### src/rtl/msgd_pkg.sv
package msgd_pkg;

   // Execution levels; numeric value is also the register-set index
   typedef enum logic [1:0] {
      LVL_BG = 2'd0,
      LVL_P0 = 2'd1,
      LVL_P1 = 2'd2
   } lvl_e;

endpackage

### src/rtl/msgd_queue.sv
module msgd_queue #(
   parameter  int W     = 16,
   parameter  int LEN_W = 4,
   parameter  int DEPTH = 16,
   localparam int PTR_W = $clog2(DEPTH),
   localparam int IP_W  = W - LEN_W
) (
   input  logic             clk,
   input  logic             rst_n,
   input  logic             push,
   input  logic [W-1:0]     wdata,
   input  logic             pop,
   output logic             ready,
   output logic             complete,
   output logic [PTR_W-1:0] head_o,
   output logic [IP_W-1:0]  haddr
);

   localparam int CNT_W = $clog2(DEPTH + 1);

   if ((DEPTH & (DEPTH - 1)) != 0 || DEPTH < 2) begin : g_bad_depth
      $error("msgd_queue: DEPTH must be a power of two >= 2");
   end
   if (((1 << LEN_W) - 1) > DEPTH) begin : g_bad_len
      $error("msgd_queue: longest message must fit in the queue");
   end
   if (IP_W < 1) begin : g_bad_w
      $error("msgd_queue: word too narrow for a handler address");
   end

   logic [W-1:0]     mem [DEPTH];
   logic [PTR_W-1:0] head, tail;
   logic [CNT_W-1:0] count;
   logic [W-1:0]     hword;
   logic [LEN_W-1:0] raw_len, hlen;

   assign hword    = mem[head];
   assign raw_len  = hword[W-1 -: LEN_W];
   assign hlen     = (raw_len == '0) ? LEN_W'(1) : raw_len;
   assign haddr    = hword[IP_W-1:0];
   assign head_o   = head;
   assign ready    = (count < CNT_W'(DEPTH));
   assign complete = (count != '0) && (count >= CNT_W'(hlen));

   always_ff @(posedge clk) begin
      if (push) mem[tail] <= wdata;
   end

   always_ff @(posedge clk or negedge rst_n) begin
      if (!rst_n) begin
         head  <= '0;
         tail  <= '0;
         count <= '0;
      end else begin
         if (push) tail <= tail + 1'b1;
         if (pop)  head <= head + PTR_W'(hlen);
         count <= count + CNT_W'(push) - (pop ? CNT_W'(hlen) : CNT_W'(0));
      end
   end

   AST_NO_OVERFLOW: assert property (@(posedge clk) disable iff (!rst_n)
      count <= CNT_W'(DEPTH));
   AST_POP_WHOLE: assert property (@(posedge clk) disable iff (!rst_n)
      pop |-> complete);
   AST_FULL_NO_PUSH: assert property (@(posedge clk) disable iff (!rst_n)
      (count == CNT_W'(DEPTH)) |-> !push);

endmodule

### src/rtl/msgd_sched.sv
module msgd_sched
   import msgd_pkg::*;
#(
   parameter  int DISP_CYCLES = 4,
   localparam int DC_W = $clog2(DISP_CYCLES + 1),
   localparam int PH_W = $clog2(DISP_CYCLES)
) (
   input  logic            clk,
   input  logic            rst_n,
   input  logic [1:0]      pend,
   input  logic            done,
   output logic            start,
   output logic            start_p1,
   output logic [1:0]      pop,
   output lvl_e            cur_o,
   output logic            disp,
   output logic [PH_W-1:0] phase,
   output logic            run
);

   if (DISP_CYCLES < 2) begin : g_bad_cycles
      $error("msgd_sched: DISP_CYCLES must be at least 2");
   end

   lvl_e            cur;
   logic [DC_W-1:0] dcnt;
   logic            p0_act, p1_act;
   logic            idle, go1, go0, fin;

   assign idle     = (dcnt == '0);
   assign go1      = idle && pend[1] && !p1_act;
   assign go0      = idle && pend[0] && !p0_act && !p1_act && !pend[1];
   assign start    = go1 || go0;
   assign start_p1 = go1;
   assign run      = idle && (cur != LVL_BG);
   assign fin      = done && run;
   assign pop[1]   = fin && (cur == LVL_P1);
   assign pop[0]   = fin && (cur == LVL_P0);
   assign cur_o    = cur;
   assign disp     = !idle;
   assign phase    = idle ? '0 : PH_W'(dcnt - 1'b1);

   always_ff @(posedge clk or negedge rst_n) begin
      if (!rst_n) begin
         cur    <= LVL_BG;
         dcnt   <= '0;
         p0_act <= 1'b0;
         p1_act <= 1'b0;
      end else begin
         if (go1)      p1_act <= 1'b1;
         else if (pop[1]) p1_act <= 1'b0;
         if (go0)      p0_act <= 1'b1;
         else if (pop[0]) p0_act <= 1'b0;

         if (start) begin
            cur  <= go1 ? LVL_P1 : LVL_P0;
            dcnt <= DC_W'(1);
         end else begin
            if (fin) cur <= ((cur == LVL_P1) && p0_act) ? LVL_P0 : LVL_BG;
            if (!idle) dcnt <= (dcnt == DC_W'(DISP_CYCLES)) ? '0 : dcnt + 1'b1;
         end
      end
   end

   AST_DISP_SEQ: assert property (@(posedge clk) disable iff (!rst_n)
      (dcnt != '0 && dcnt != DC_W'(DISP_CYCLES)) |=> (dcnt == $past(dcnt) + 1'b1));
   AST_RESUME_ACTIVE: assert property (@(posedge clk) disable iff (!rst_n)
      (run && cur == LVL_P0) |-> p0_act);
   AST_P1_LEAVES: assert property (@(posedge clk) disable iff (!rst_n)
      pop[1] |=> (cur != LVL_P1));
   AST_ONE_POP: assert property (@(posedge clk) disable iff (!rst_n)
      $countones(pop) <= 1);

endmodule

### src/rtl/msgd_regset.sv
module msgd_regset
   import msgd_pkg::*;
#(
   parameter  int          IP_W  = 12,
   parameter  int          PTR_W = 4,
   parameter  int unsigned BG_IP = 'hF00
) (
   input  logic             clk,
   input  logic             rst_n,
   input  logic             start,
   input  logic             start_p1,
   input  logic [IP_W-1:0]  new_ip,
   input  logic [PTR_W:0]   new_base,
   input  lvl_e             cur,
   output logic [IP_W-1:0]  ip_o,
   output logic [PTR_W:0]   base_o
);

   logic [IP_W-1:0] ip_q   [2];
   logic [PTR_W:0]  base_q [2];

   for (genvar l = 0; l < 2; l++) begin : g_lvl
      always_ff @(posedge clk or negedge rst_n) begin
         if (!rst_n) begin
            ip_q[l]   <= '0;
            base_q[l] <= '0;
         end else if (start && (start_p1 == (l == 1))) begin
            ip_q[l]   <= new_ip;
            base_q[l] <= new_base;
         end
      end
   end

   always_comb begin
      case (cur)
         LVL_P0: begin
            ip_o   = ip_q[0];
            base_o = base_q[0];
         end
         LVL_P1: begin
            ip_o   = ip_q[1];
            base_o = base_q[1];
         end
         default: begin
            ip_o   = IP_W'(BG_IP);
            base_o = '0;
         end
      endcase
   end

   AST_BASE_PRI: assert property (@(posedge clk) disable iff (!rst_n)
      (cur != LVL_BG) |-> (base_o[PTR_W] == (cur == LVL_P1)));

endmodule

### src/rtl/msg_dispatch.sv
module msg_dispatch
   import msgd_pkg::*;
#(
   parameter  int          W           = 16,
   parameter  int          LEN_W       = 4,
   parameter  int          DEPTH       = 16,
   parameter  int          DISP_CYCLES = 4,
   parameter  int unsigned BG_IP       = 'hF00,
   localparam int          IP_W        = W - LEN_W,
   localparam int          PTR_W       = $clog2(DEPTH),
   localparam int          PH_W        = $clog2(DISP_CYCLES)
) (
   input  logic             clk,
   input  logic             rst_n,
   input  logic             in_valid,
   input  logic             in_pri,
   input  logic [W-1:0]     in_data,
   output logic [1:0]       in_ready,
   input  logic             done,
   output logic [IP_W-1:0]  ip_o,
   output logic [PTR_W:0]   base_o,
   output logic [1:0]       rset_o,
   output logic             disp_o,
   output logic [PH_W-1:0]  phase_o,
   output logic             run_o
);

   logic [1:0]       push, pop, pend;
   logic [PTR_W-1:0] qhead [2];
   logic [IP_W-1:0]  qaddr [2];
   logic             start, start_p1;
   lvl_e             cur;

   for (genvar p = 0; p < 2; p++) begin : g_q
      assign push[p] = in_valid && (in_pri == (p == 1)) && in_ready[p];
      msgd_queue #(.W(W), .LEN_W(LEN_W), .DEPTH(DEPTH)) u_q (
         .clk      (clk),
         .rst_n    (rst_n),
         .push     (push[p]),
         .wdata    (in_data),
         .pop      (pop[p]),
         .ready    (in_ready[p]),
         .complete (pend[p]),
         .head_o   (qhead[p]),
         .haddr    (qaddr[p])
      );
   end

   msgd_sched #(.DISP_CYCLES(DISP_CYCLES)) u_sched (
      .clk      (clk),
      .rst_n    (rst_n),
      .pend     (pend),
      .done     (done),
      .start    (start),
      .start_p1 (start_p1),
      .pop      (pop),
      .cur_o    (cur),
      .disp     (disp_o),
      .phase    (phase_o),
      .run      (run_o)
   );

   msgd_regset #(.IP_W(IP_W), .PTR_W(PTR_W), .BG_IP(BG_IP)) u_regs (
      .clk      (clk),
      .rst_n    (rst_n),
      .start    (start),
      .start_p1 (start_p1),
      .new_ip   (start_p1 ? qaddr[1] : qaddr[0]),
      .new_base ({start_p1, start_p1 ? qhead[1] : qhead[0]}),
      .cur      (cur),
      .ip_o     (ip_o),
      .base_o   (base_o)
   );

   assign rset_o = cur;

   AST_RUN_NOT_BG: assert property (@(posedge clk) disable iff (!rst_n)
      run_o |-> (rset_o != 2'd0));
   AST_P1_BEFORE_P0: assert property (@(posedge clk) disable iff (!rst_n)
      (pend[1] && !disp_o && rset_o != 2'd2) |=> (rset_o == 2'd2));

endmodule

### config.mk
export PLATFORM = sky130hd
export DESIGN_NAME = msg_dispatch
export DESIGN_NICKNAME = d
export VERILOG_FILES = /design/src/rtl/msgd_pkg.sv /design/src/rtl/msgd_queue.sv /design/src/rtl/msgd_sched.sv /design/src/rtl/msgd_regset.sv /design/src/rtl/msg_dispatch.sv
export SDC_FILE = /design/constraint.sdc
export NUM_CORES = 1
export LEC_CHECK = 0
export BUFFER_PORTS_ARGS = -buffer_cell sky130_fd_sc_hd__buf_2
export CAP_MARGIN = 15
export CORE_AREA = 2 2 283 285
export DETAILED_ROUTE_END_ITERATION = 7
export DIE_AREA = 0 0 285 287
export PLACE_DENSITY = 0.43
export SLEW_MARGIN = 30
export SYNTH_ARGS = -nofsm -noshare
export SYNTH_HDL_FRONTEND = slang
export SYNTH_SLANG_ARGS = --single-unit
### constraint.sdc
create_clock -name clk -period 5.8 [get_ports clk]
set_input_delay 0.58 -clock clk [delete_from_list [all_inputs] [get_ports clk]]
set_output_delay 0.58 -clock clk [all_outputs]
set_load 0.02 [all_outputs]
==> impl_metrics.csv, run 1 <==
group,metric,value,unit
outcome,status,"finished with violations",
outcome,violations,"negative hold slack",
clock_network,htreeDepth,3,
finish,multi_input_area,6043,sq um
timing,rsz0062_at_grt,"no",
timing,clock-skew-final,16.82,ps
timing,max_freq,222.8,MHz
route,via_count,10966,
clock_network,clock-sinks,579,
yosys,syn_avg_cell_area,20.81,sq um
finish,fin_util,0.3458,
timing,whs,-5.310,ps
grt,grt_pass1_wl,84.01,mm
setup_path,slowest_stage,"dfrtp_4",
setup_path,critical_path_class,"reg -> reg",
setup_path,r2r_setup_slack,1310,ps
clock_network,clockRootBuffer,"clkbuf_16",
timing,drv_slew,0,
clock_network,cts_tree,"yes",
yosys,ys_seq_elements,579,
clock_network,cts_buffer_depth,3,
clock_network,clock_latency,580,ps
clock_network,cts_buffers,67,
pwr,power.internal,8.902,mW
setup_path,worst-endpoint-arrival,4960,ps
floorplan,row_count,103,
timing,worstMarginPinSlew,881.5,ps
finish,diodes,0,
route,wl,56.82,mm
yosys,ys.flop_type,"edfxtp_1",
clock_network,clk_pin_slew,60,ps
setup_path,cp_max_fo,28,
grt,antenna_found_initial,0,
pwr,power_frac_comb,0.254,
pwr,p_sw,3.681,mW
route,firstDrtPassIters,4,
yosys,synth_edf_count,512,
pwr,ir_worst_vdd,0.2324,mV
setup_path,cp-end-kind,"flop",
pwr,power.leakage,8.941,nW
finish,drive_gt1_frac,0.2882,
yosys,async_flop_share,0.1157,
yosys,synth_nets,1195,
finish,final_nets,1291,
yosys,synth-seq-area-share,0.7270,
grt,grt_overflow,0,
floorplan,die_w,285,um
hold_path,worstHoldPathType,"in -> async",
grt,grt_pass1_vias,11890,
route,ant_nets,0,
pwr,switching_share,0.2925,
setup_path,critPathLaunchType,"flop",
grt,grtUsageTotal,0.1421,
place,hpwlAfterDp,32.64,mm
route,viasPerCell,4.727,
floorplan,start_util,0.2984,
setup_path,cp_common_cell,"mux4_2",
pwr,powerDensity,462.9,nW/um^2
yosys,ys_warn_count,0,
floorplan,die_h,287,um
finish,fillers,7415,
route,routedWlPerCell,24.49,um
grt,grt_max_degree,68,
floorplan,die_area,81800,sq um
yosys,synth_cells,1127,
setup_path,critPathRequiredTime,6270,ps
pwr,clock_power_share,0.326,
yosys,netlist_area,23450,sq um
clock_network,hold_buffers,0,
pwr,p_seq_frac,0.420,
clock_network,post-cts-setup-buffer-count,0,
run,cap_violations,0,
setup_path,crit_chain,"mux4_2 > mux4_2 > a31o_2 > ha_1 > nand2b_1 > a21o_1 > a2111oi_2 > nor2_1 > nor2_4 > mux2_2",
place,gp_congestion,0.7171,
route,dr.first_iter.drc_count,682,
setup_path,reg2reg_to,"u_regs.base_q[7]",
setup_path,max_stage_delay,790,ps
place,port_buffers,45,
yosys,synthDistinctLibCells,50,
finish,regArea,17060,sq um
timing,fin_crit,4488,ps
route,drc,0,
setup_path,reg2reg_depth,10,
timing,final_hold_viol_count,1,
clock_network,cts_resized,0,
setup_path,r2r_start,"g_q[1].u_q.head_o[0]",
timing,final.period_utilization,0.7738,
timing,fin_setup_tns,0,ps
floorplan,pin_count,46,
floorplan,coreArea,78610,sq um
timing,maxSlewHeadroom,0.4123,
timing,setup_viol,0,
finish,layout-area-overhead-vs-synth,15.90,%
## layout by cell type (no fill, tap or decap), types with 12 or more instances in the layout
master,instances
edfxtp_1,512
mux4_2,130
clkbuf_16,73
dfrtp_1,62
buf_2,44
ha_1,43
inv_1,38
nand2_1,37
buf_4,33
mux2_2,23
mux4_1,22
a22oi_1,21
nor2b_1,19
clkbuf_1,19
and2_1,18
xnor2_1,16
nor2_4,13
mux2_4,12
## how the worst max path moves through the flow
stage | start | end
6_report | g_q[1].u_q.head_o[0] | u_regs.base_q[7]
5_1_grt | g_q[1].u_q.head_o[0] | u_regs.base_q[7]
4_1_cts | g_q[1].u_q.head_o[0] | u_regs.base_q[7]
3_5_place_dp | g_q[1].u_q.head_o[0] | u_regs.base_q[6]
3_3_place_gp | g_q[1].u_q.head_o[0] | u_regs.base_q[7]
2_1_floorplan | g_q[1].u_q.head_o[1] | u_regs.base_q[5]
## power by group through the flow
stage	clock [mW]	sequential, mW	combinational (mW)
4_1_cts	4.24	5.30	3.28
6_report	4.11	5.28	3.20
3_3_place_gp	0	5.37	3.24
5_1_grt	4.39	5.35	3.52
2_1_floorplan	0	5.09	2.54
3_5_place_dp	0	5.38	3.27
## cells by family (layout without fill, tap and decap cells)
logic type	after synthesis	in the layout	synth area share
xor+xnor	19	19	0.007095
simple gates	137	137	0.03014
buf+inv	90	233	0.02027
mux	190	190	0.1695
flops	579	579	0.7270
compound gates	65	65	0.01968
fa+ha+maj	47	47	0.02635
## cell usage after synthesis, types with 19 or more instances
master      n  area (sq um)
mux4_1     22         578.1
dfrtp_1    67          1677
a22oi_1    21         157.7
clkbuf_1   27         101.4
mux2_2     23         259.0
edfxtp_1  512         15370
nor2b_1    19         118.9
inv_1      38         142.6
ha_1       43         538.0
nand2_1    37         138.9
nor2_1     21         78.83
mux4_2    130          2928
## sequential cells by signal, indices dropped and copies added (netlist names)
signal / count
g_q.u_q.mem: 512
u_regs.ip_q: 24
g_q.u_q.head_o: 8
u_sched.p0_act: 1
u_sched.dcnt: 3
g_q.u_q.tail: 8
u_sched.p1_act: 1
u_sched.cur_o: 2
u_regs.base_q: 10
g_q.u_q.count: 10
## per-stage QoR
step           worst slack [ps]  std cells  hold WS (ps)  power, mW  area [sq um]
2_1_floorplan              1922       1127         284.4      7.636         23460
3_3_place_gp               1283       2204         449.5      8.607         25040
3_5_place_dp               1243       2204         457.0      8.643         25050
4_1_cts                    1231       2320         149.4      12.81         27180
5_1_grt                    1011       2320         36.09      13.26         27180
6_report                   1312       2320        -5.310      12.58         27180
## layout make-up
cell class / instances / area share
clock buffer: 93 / 0.07033
sequential: 579 / 0.6277
inverter: 38 / 0.005247
tap: 1050 / 0.04833
clock inverter: 23 / 0.008055
multi-input combinational: 458 / 0.2223
timing repair buffer: 79 / 0.01804
## critical path, delay by kind of cell, from the launching register on
kind                       cells  cell delay (ps)
and+or+nand+nor                3              900
muxes                          3             1490
AOI/OAI and AO/OA              3              920
adders and majority gates      1              260
DFF                            1              790
## layer usage
metal	share of wire	global-route usage	vias up
met1	0.47	0.1972	5936
li1	-	-	4778
met3	0.037	0.02460	63
met2	0.48	0.2300	189
met5	0	0	-
met4	0.018	0.04097	0
Note: power is estimated with default switching activity, not from simulation.
==> run 2, diff against run 1 <==
Settings changed: PLACE_DENSITY 0.43 to 0.44.
Clock period 5.8 ns to 3.7 ns, I/O delays scaled along.
==> impl_metrics.csv, run 2 (synthesized netlist as in run 1, its figures left out) <==
group,metric,value,unit
finish,drive_gt1_frac,0.3466,
finish,final_nets,1380,
timing,setup_viol,0,
finish,biggestRegsByFlops,"g_q.u_q.mem x512, u_regs.ip_q x24",
finish,fin_area,28200,sq um
clock_network,htreeDepth,3,
timing,clock-skew-final,23.41,ps
pwr,powerDensity,733.9,nW/um^2
floorplan,die_area,81800,sq um
hold_path,worstHoldPathType,"in -> reg",
clock_network,cts_buffers,68,
floorplan,coreArea,78610,sq um
grt,grt_pass1_vias,11845,
finish,layout-area-overhead-vs-synth,20.24,%
finish,diodes,0,
place,port_buffers,45,
clock_network,clockRootBuffer,"clkbuf_16",
route,viasPerCell,4.714,
grt,grt_max_degree,68,
clock_network,cts_tree,"yes",
place,dpl_worst_slack,-3.009,ps
grt,grt_pass1_wl,82.90,mm
floorplan,pin_count,46,
timing,drv_slew,0,
timing,fin_crit,3574,ps
setup_path,worst-endpoint-arrival,4050,ps
setup_path,cp_max_fo,8,
finish,stdcell_count,2409,
grt,antenna_found_initial,0,
setup_path,critical_path_class,"reg -> reg",
pwr,ir_worst_vdd,0.3258,mV
place,placed_area,25590,sq um
route,via_count,11355,
place,gp_congestion,0.7531,
pwr,power.leakage,9.530,nW
route,routedWlPerCell,23.51,um
place,hpwlAfterDp,34.92,mm
run,cap_violations,0,
clock_network,cts_buffer_depth,3,
finish,largest_reg_flops,512,
route,ant_nets,0,
setup_path,max_stage_delay,540,ps
setup_path,crit_chain,"buf_12 > mux4_1 > mux4_2 > a31o_1 > ha_1 > o21ai_1 > a21oi_1 > o31ai_1 > buf_4 > nor2_4 > buf_12 > buf_16 > mux2_4",
setup_path,slowest_stage,"mux4_1",
route,dr.first_iter.drc_count,900,
timing,maxSlewHeadroom,0.4832,
timing,fin_setup_tns,0,ps
pwr,power,20.70,mW
setup_path,cp_common_cell,"buf_12",
finish,largest-register,"g_q.u_q.mem",
setup_path,critPathRequiredTime,4170,ps
timing,final_hold_viol_count,0,
clock_network,clock_latency,590,ps
clock_network,clk_pin_slew,60,ps
setup_path,critPathLaunchType,"flop",
timing,final.period_utilization,0.9658,
floorplan,start_util,0.2984,
route,wl,56.63,mm
floorplan,die_h,287,um
floorplan,die_w,285,um
grt,grtUsageTotal,0.1398,
place,dp.cells,2266,
finish,most-common-layout-cells,"512 x edfxtp_1, 130 x mux4_2, 99 x buf_4",
outcome,status,"complete, no violations",
route,firstDrtPassIters,5,
timing,worstMarginPinSlew,775.2,ps
timing,setup_slack,126.4,ps
finish,final_common_cell,"edfxtp_1",
setup_path,cp-end-kind,"flop",
grt,grt_overflow,0,
route,drc,0,
floorplan,row_count,103,
clock_network,clock-sinks,579,
timing,max_freq,279.8,MHz
## run 2: cell types whose count changed in the layout (fill, tap and decap cells not counted), moves of 6 or more
| cell | before | now |
|---|---|---|
| clkbuf_1 | 19 | 9 |
| buf_12 | 0 | 13 |
| clkinv_1 | 5 | 11 |
| nor2_2 | 0 | 13 |
| buf_4 | 33 | 99 |
| nor2_4 | 13 | 1 |
| clkbuf_8 | 1 | 7 |
## run 2: critical path, delay by kind of cell (launching register included)
kind / cells / cell delay [ps]
buffers and inverters: 4 / 610
adder cells (fa/ha/maj): 1 / 280
AND/OR/NAND/NOR: 1 / 50
AO/OA/AOI/OAI: 4 / 670
flip-flops: 1 / 520
multiplexers: 3 / 1330
## run 2: where the power goes
group	switching (mW)	internal (mW)	total [mW]	leakage, nW
registers	0.423	7.64	8.06	5.43
clock network	2.59	3.97	6.56	1.08
logic	3.00	3.07	6.07	3.02
## run 2: layout make-up
type | count | area [sq um]
flip-flops and latches | 579 | 17060
clock buffers | 87 | 1907
well taps | 1050 | 1314
fillers | 7327 | 50410
repair buffers | 167 | 1410
multi-input cells | 458 | 6090
inverters | 38 | 142.6
clock inverters | 30 | 279.0
## run 2: metal layers
layer  track usage  up-vias  wire length (um)
met2        0.2195      205             26650
met5             0        -                 0
met3       0.02357       64              2077
li1              -     4962                 -
met1        0.1989     6124             26910
met4       0.04359        0               984
## run 2: worst paths after layout
path	from	to	slack [ps]	cells after the start
worst min-delay path	done	u_sched.cur_o[1]	190	3
max in group asynchronous	rst_n	g_q[0].u_q.head_o[0]	2800	2
min in group asynchronous	rst_n	g_q[0].u_q.tail[0]	350	2
worst max-delay path	g_q[0].u_q.head_o[0]	u_regs.ip_q[23]	130	13
worst min register to register	u_sched.p1_act	u_sched.p1_act	470	1
worst max register to register	g_q[0].u_q.head_o[0]	u_regs.ip_q[23]	130	13
## run 2: repair_timing
action | in CTS | in global routing
hold endpoints to repair | 67 | 0
pin swaps | 6 | 12
hold buffers | 1 | 0
buffers inserted | 6 | 15
resized for setup | 12 | 16
endpoints found under the setup margin | 1 | 34
cloned | 2 | 1
## run 2: metrics by stage
stage               hold slack (ps)  utilization
floorplan                     74.41            -
global placement              459.4       0.3255
detailed placement            456.5       0.3255
CTS                           135.7       0.3555
global route                  167.0       0.3588
finish                        185.2       0.3588
